--- src/rtl/pwm2n_pkg.sv ---
package pwm2n_pkg;
  typedef enum logic [1:0] {
    MODE_RSVD  = 2'b00,
    MODE_SHORT = 2'b01,
    MODE_MID   = 2'b10,
    MODE_FULL  = 2'b11
  } pwm_mode_e;

  // right-shift applied to an all-ones mask to form the last count
  function automatic logic [1:0] mode_shift(input logic [1:0] m);
    logic [1:0] s;
    case (pwm_mode_e'(m))
      MODE_SHORT: s = 2'd2;
      MODE_MID:   s = 2'd1;
      default:    s = 2'd0;
    endcase
    return s;
  endfunction
endpackage

--- src/rtl/pwm2n_counter.sv ---
module pwm2n_counter #(
  parameter int CNT_W = 8
) (
  input  logic             clk,
  input  logic             rst_n,
  input  logic             run,
  input  logic             tick_en,
  input  logic [CNT_W-1:0] last,
  input  logic [CNT_W-1:0] cmp,
  output logic             ovf_evt,
  output logic             match_evt,
  output logic             ovf_pulse
);
  logic [CNT_W-1:0] cnt_q;
  logic [CNT_W-1:0] cnt_inc;
  logic             step;

  assign step      = run && tick_en;
  assign cnt_inc   = cnt_q + 1'b1;
  // >= so that a shorter period chosen mid-count still wraps
  assign ovf_evt   = step && (cnt_q >= last);
  assign match_evt = step && !ovf_evt && (cnt_inc == cmp);

  always_ff @(posedge clk or negedge rst_n) begin
    if (!rst_n) begin
      cnt_q     <= '0;
      ovf_pulse <= 1'b0;
    end else begin
      ovf_pulse <= ovf_evt;
      if (!run)         cnt_q <= '0;
      else if (ovf_evt) cnt_q <= '0;
      else if (step)    cnt_q <= cnt_inc;
    end
  end

  AST_STOP_CLEARS: assert property (@(posedge clk) disable iff (!rst_n)
    !run |=> (cnt_q == '0));
  AST_NO_TICK_HOLD: assert property (@(posedge clk) disable iff (!rst_n)
    (run && !tick_en) |=> $stable(cnt_q));
  AST_OVF_SINGLE: assert property (@(posedge clk) disable iff (!rst_n)
    ovf_pulse |=> !ovf_pulse);
endmodule

--- src/rtl/pwm2n_cmpbuf.sv ---
module pwm2n_cmpbuf #(
  parameter int CNT_W = 8
) (
  input  logic             clk,
  input  logic             rst_n,
  input  logic             wr,
  input  logic [CNT_W-1:0] wdata,
  input  logic             dbuf_en,
  input  logic             load,
  output logic [CNT_W-1:0] active
);
  logic [CNT_W-1:0] shadow_q;

  always_ff @(posedge clk or negedge rst_n) begin
    if (!rst_n) begin
      shadow_q <= '0;
      active   <= '0;
    end else begin
      if (wr) shadow_q <= wdata;
      if (!dbuf_en && wr)      active <= wdata;
      else if (dbuf_en && load) active <= shadow_q;
    end
  end

  AST_BUF_HOLD: assert property (@(posedge clk) disable iff (!rst_n)
    (dbuf_en && !load) |=> $stable(active));
  AST_DIRECT_WRITE: assert property (@(posedge clk) disable iff (!rst_n)
    (!dbuf_en && wr) |=> (active == $past(wdata)));
endmodule

--- src/rtl/pwm2n_outff.sv ---
module pwm2n_outff (
  input  logic clk,
  input  logic rst_n,
  input  logic clr,
  input  logic inv_en,
  input  logic match_evt,
  input  logic ovf_evt,
  output logic pwm
);
  always_ff @(posedge clk or negedge rst_n) begin
    if (!rst_n)                            pwm <= 1'b0;
    else if (clr)                          pwm <= 1'b0;
    else if (inv_en && (match_evt || ovf_evt)) pwm <= ~pwm;
  end

  AST_CLR_WINS: assert property (@(posedge clk) disable iff (!rst_n)
    clr |=> !pwm);
  AST_INV_OFF_HOLD: assert property (@(posedge clk) disable iff (!rst_n)
    (!inv_en && !clr) |=> $stable(pwm));
endmodule

--- src/rtl/pwm2n_timer.sv ---
module pwm2n_timer #(
  parameter int CNT_W = 8
) (
  input  logic             clk,
  input  logic             rst_n,
  input  logic             tick_en,
  input  logic             run,
  input  logic [1:0]       mode,
  input  logic             cmp_wr,
  input  logic [CNT_W-1:0] cmp_wdata,
  input  logic             ff_clr,
  input  logic             inv_en,
  input  logic             dbuf_en,
  output logic             pwm_out,
  output logic             ovf_pulse
);
  import pwm2n_pkg::*;

  localparam logic [CNT_W-1:0] FULL_MASK = {CNT_W{1'b1}};

  logic [CNT_W-1:0] last;
  logic [CNT_W-1:0] cmp_active;
  logic             ovf_evt;
  logic             match_evt;

  assign last = FULL_MASK >> mode_shift(mode);

  pwm2n_counter #(.CNT_W(CNT_W)) u_cnt (
    .clk(clk), .rst_n(rst_n), .run(run), .tick_en(tick_en),
    .last(last), .cmp(cmp_active),
    .ovf_evt(ovf_evt), .match_evt(match_evt), .ovf_pulse(ovf_pulse)
  );

  pwm2n_cmpbuf #(.CNT_W(CNT_W)) u_buf (
    .clk(clk), .rst_n(rst_n), .wr(cmp_wr), .wdata(cmp_wdata),
    .dbuf_en(dbuf_en), .load(ovf_evt), .active(cmp_active)
  );

  pwm2n_outff u_ff (
    .clk(clk), .rst_n(rst_n), .clr(ff_clr), .inv_en(inv_en),
    .match_evt(match_evt), .ovf_evt(ovf_evt), .pwm(pwm_out)
  );

  AST_IDLE_QUIET: assert property (@(posedge clk) disable iff (!rst_n)
    !(run && tick_en) |=> !ovf_pulse);
endmodule

--- config.mk ---
export PLATFORM = sky130hd
export DESIGN_NAME = pwm2n_timer
export DESIGN_NICKNAME = d
export VERILOG_FILES = /design/src/rtl/pwm2n_pkg.sv /design/src/rtl/pwm2n_counter.sv /design/src/rtl/pwm2n_cmpbuf.sv /design/src/rtl/pwm2n_outff.sv /design/src/rtl/pwm2n_timer.sv
export SDC_FILE = /design/constraint.sdc
export NUM_CORES = 1
export LEC_CHECK = 0
export BUFFER_PORTS_ARGS = -buffer_cell sky130_fd_sc_hd__buf_4
export CAP_MARGIN = 40
export CELL_PAD_IN_SITES_DETAIL_PLACEMENT = 0
export CELL_PAD_IN_SITES_GLOBAL_PLACEMENT = 2
export CORE_MARGIN = 3
export CORE_UTILIZATION = 40
export CTS_CLUSTER_DIAMETER = 40
export DETAILED_ROUTE_END_ITERATION = 12
export PLACE_DENSITY_LB_ADDON = 0.1
export SYNTH_ARGS = -nofsm -noshare
export SYNTH_HDL_FRONTEND = slang
export SYNTH_HIERARCHICAL = 1
export SYNTH_SLANG_ARGS = --single-unit
--- constraint.sdc ---
create_clock -name clk -period 3.45 [get_ports clk]
set_clock_uncertainty 0.05 [all_clocks]
set_input_delay 0.345 -clock clk [delete_from_list [all_inputs] [get_ports clk]]
set_output_delay 0.345 -clock clk [all_outputs]
set_load 0.05 [all_outputs]
=== Word-level counts from Yosys, hierarchy flattened ===
Index checks and enable logic that the tools add are counted.

* Shift-type cells: 1
* Order comparisons: 1
* $add $sub $neg: 1
* $mul: 0
* Bitwise logic cells: 1
* Mux-type cells: 8
* Div/mod/pow operators: 0
* Eq/ne operators: 4
* Reduce and logical (&&, ||, !) cells: 12

{| class="wikitable"
|+ Operator list
! kind !! number
|-
| two-way mux 8 bit || 5
|-
| adder 8 x 1 -> 8 bit, second input constant || 1
|-
| equality test 8 bit || 1
|-
| greater-or-equal comparator 8 bit || 1
|-
| >> shifter 8 x 2 -> 8 bit, first input constant || 1
|-
| logical AND 1 bit || 7
|-
| one-hot mux 2 bit (2 select lines) || 1
|-
| nonzero test 2 bit || 2
|-
| != test 3 x 1 -> 1 bit, second input constant || 1
|-
| equality test 2 x 1 -> 1 bit, second input constant || 1
|-
| equality test 2 bit, second input constant || 1
|-
| zero test 1 bit || 2
|-
| two-way mux 1 bit || 2
|-
| logical OR 1 bit || 1
|-
| inverter 1 bit || 1
|}

* ROM bits: 0
* Flip-flop bits (word level): 26
* Memory bits (writable): 0
* Latch bits: 0
* Memories: 0

=== Depth between registers and ports, before layout ===
* Word-level depth: 12
* Mapped depth: 12
* Mapped depth without buffers: 12

=== Hierarchy ===
The synthesis kept the hierarchy.

{| class="wikitable"
|+ Modules (own cells, without submodules)
! module !! seq. area each (µm²) !! area an instance (µm²) !! cells an instance !! times used
|-
| pwm2n_counter || 225.2 || 917.1 || 113 || 1
|-
| pwm2n_cmpbuf || 400.4 || 779.5 || 52 || 1
|-
| pwm2n_outff || 25.0 || 55.1 || 5 || 1
|-
| pwm2n_timer || 0.0 || 43.8 || 7 || 1
|}

=== Least setup slack after synthesis ===
Ideal clock, no wire load.

* Path type: register -> register
* From: reg u_cnt.cnt_q[0]
* To: reg u_ff.pwm
* Stages on the path, launching flop included: 9
* Data required time: 3.275 ns
* Library setup time: 0.125 ns
* Setup slack: 1.116 ns
* Data arrival time: 2.159 ns
* Path buffers: 0
* Cells stage by stage: dfrtp_1 ha_1 nand3_2 or2_4 xnor2_1 or3_1 a2111oi_2 o21ai_1 mux2_4

* Word-level cells in the longest chain between the ends: 8

{| class="wikitable"
|+ RTL lines
! item !! line !! text
|-
| start, declared || pwm2n_counter.sv:14 || <nowiki>logic [CNT_W-1:0] cnt_q;</nowiki>
|-
| start signal, assigned || pwm2n_counter.sv:32 || <nowiki>else if (step) cnt_q <= cnt_inc;</nowiki>
|-
| branches (longest 4 deep; another with adder 8 x 1 -> 8 bit) || -- ||
|-
| logical AND 1 bit (*) || pwm2n_counter.sv:22 || <nowiki>assign match_evt = step && !ovf_evt && (cnt_inc == cmp);</nowiki>
|-
| net match_evt || pwm2n_timer.sv:24 || <nowiki>logic match_evt;</nowiki>
|-
| logical OR 1 bit (*) || pwm2n_outff.sv:13 || <nowiki>else if (inv_en && (match_evt || ovf_evt)) pwm <= ~pwm;</nowiki>
|-
| logical AND 1 bit (*) || pwm2n_outff.sv:13 ||
|-
| nonzero test 2 bit (no line) (*) || -- ||
|-
| end signal, assigned || pwm2n_outff.sv:13 ||
|-
| end, declared || pwm2n_outff.sv:8 || <nowiki>output logic pwm</nowiki>
|}

Mark *: on every way through the listed nets, which the timed path passes.
A chain may end at the register's enable or synchronous reset.

=== Worst setup path in the final report ===
Ends and elaborated chain as after synthesis.

==> out/qor.csv <==
metric;value;unit
gp_congestion;0.716;
dp_cells;244;
synth_cell_type_count;45;
final_cell_mix;dfrtp_1 (26), mux2i_1 (24), buf_4 (21);
p_int;0.564;mW
p_seq_frac;0.474;
die_w;73.0;um
slowest_stage;a2111o_1;
leakagePower;1.01;nW
synth-seq-cells;26;
status;finished clean;
fillers;406;
synth_area;0.00180;mm2
ys_warn_count;6;
placedInstanceArea;0.00196;mm2
postRouteAntennaNets;0;
worstSetupPathType;reg -> reg;
pre_cts_ws;0.753;ns
fmax;385;MHz
cp.arrival;2.72;ns
p_clk_frac;0.344;
portBuffers;19;
drt-initial-drc-count;49;
end_kind;flip-flop;
start_util;0.430;
gr-total-overflow;0;
totalWireLength;3.63;mm
post_cts_buffers;0;
cp_max_fo;10;
cp_top_family;compound AO/OA/AOI/OAI gates;
cts_tree;built;
setup.worst_path.start_class;flip-flop;
rows;23;
die_h;73.0;um
critPathBufInv;1;
antennaDiodeCount;0;
areaGrowthSynthToFinish;13.8;%
synth_edf_count;0;
cts_resized;0;
design.core.area;0.00417;mm2
path_cells;inv_1 > ha_1 > nand2b_1 > a2111o_1 > a21oi_4 > nand2_1 > a2111oi_2 > o21ai_1 > mux2_4;
grt_pass1_vias;1315;
drc;0;
final_nets;229;
dpl.hpwl;2.75;mm
instances_no_fill;249;
avgSynthCellArea;10.1;um2
combPwrFrac;0.181;
io_pins;20;
async_reset_ff_frac;1.00;
cts_htree_levels;1;
hold_ws;0.250;ns
setup-violations-final;0;
finalCriticalPeriod;2.60;ns
fin_area;0.00204;mm2
antenna_found_initial;0;
hold_viol;0;
worst_ep_required_time;3.57;ns
rsz0062_at_grt;no;
seq_area_frac_synth;0.362;
grt_start_max_net_pins;27;
cap_viol_max_count;0;
crit_path_max_incr_delay;0.47;ns
setup_ws;0.851;ns
postSynthCellCount;177;
grt_use_total;0.144;
fin_crit_sh;0.753;
drive_gt1_frac;0.201;
die_area;0.00533;mm2
clock_path_buffers;2;
mostFrequentLayoutCell;dfrtp_1;
clkSinkCount;26;
vias;1318;
hold_class;in -> reg;
drtPass1Iterations;4;
vias_per_cell;5.29;
swShare;0.268;
path_clk_slew;0.10;ns
insertion_delay;0.28;ns
switching_power;0.207;mW
grt_pass1_wl;6.03;mm
numCtsBuffers;3;
setup_tns;0;ns
synth_flop_cell;dfrtp_1;
peakVddDrop;284;uV
clock-root-buffer;clkbuf_8;
wl_per_cell;14.6;um
power.density;377;mW/mm2
finalMaxSlewViolations;0;
## flip-flops by register name (all words and copies together), names as in the netlist
register,count
u_cnt/ovf_pulse,1
u_cnt/cnt_q,8
u_ff/pwm,1
u_buf/shadow_q,8
u_buf/active,8
## cells in the mapped netlist (all sizes together), types with 4 or more instances
cell type / n / area (um2)
nand2: 13 / 48.8
o21ai: 11 / 55.1
inv: 15 / 56.3
xor2: 4 / 42.6
nand3: 6 / 35.0
mux2i: 24 / 240
and3: 4 / 26.3
mux2: 9 / 113
xnor2: 4 / 35.0
dfrtp: 26 / 651
ha: 11 / 138
nor3: 8 / 40.0
buf: 6 / 60.1
## power by group through the flow
stage	Clock [mW]	Sequential, mW	Combinational (mW)
floorplan	0	0.362	0.104
global placement	0	0.371	0.133
detailed placement	0	0.374	0.139
CTS	0.270	0.368	0.141
global route	0.283	0.371	0.156
finish	0.265	0.366	0.140
## metal layers
metal,up-vias,global-route usage,routed length (um)
met5,-,0,0
met4,0,0.0307,19
met3,2,0.0262,95
met2,14,0.238,1720
met1,641,0.197,1800
li1,661,-,-
## repair_timing
| action | in CTS | in global routing |
|---|---|---|
| hold endpoints to repair | 26 | 0 |
| hold buffers | 1 | 0 |
| setup endpoints to repair | 0 | 0 |
## cell type report
type                            instances  area (um2)  area share
Sequential cell                        26         651       0.318
Timing Repair Buffer                   22         168      0.0821
Clock inverter                          1        30.0      0.0147
Clock buffer                            3        41.3      0.0202
Inverter                               15        56.3      0.0276
Multi-Input combinational cell        132        1030       0.506
Tap cell                               50        62.6      0.0306
## cells by family after synthesis
| family | Yosys count | synth area share |
|---|---|---|
| flops | 26 | 0.362 |
| buf+inv | 23 | 0.0697 |
| compound gates | 26 | 0.104 |
| xor+xnor | 8 | 0.0432 |
| fa+ha+maj | 11 | 0.0767 |
| simple gates | 49 | 0.146 |
| mux | 33 | 0.197 |
| other cells | 1 | 0.00209 |
## metrics by stage
stage	power, mW	utilization
floorplan	0.466	-
global placement	0.504	0.470
detailed placement	0.512	0.470
CTS	0.779	0.490
global route	0.810	0.490
finish	0.771	0.490
## final timing paths
| path | from | end | slack [ns] | cells past startpoint |
|---|---|---|---|---|
| min reg2reg | u_buf/shadow_q[7]$_DFFE_PN0P_ | u_buf/shadow_q[7]$_DFFE_PN0P_ | 0.46 | 1 |
| min in group asynchronous | rst_n | u_ff/pwm$_DFFE_PN0P_ | 0.46 | 2 |
| min | cmp_wdata[5] | u_buf/shadow_q[5]$_DFFE_PN0P_ | 0.25 | 2 |
| max | u_cnt/cnt_q[0]$_DFFE_PN0P_ | u_ff/pwm$_DFFE_PN0P_ | 0.85 | 9 |
| max reg2reg | u_cnt/cnt_q[0]$_DFFE_PN0P_ | u_ff/pwm$_DFFE_PN0P_ | 0.85 | 9 |
| max in group asynchronous | rst_n | u_cnt/cnt_q[2]$_DFFE_PN0P_ | 2.64 | 2 |
No activity file was read; power rests on OpenSTA's default activity.
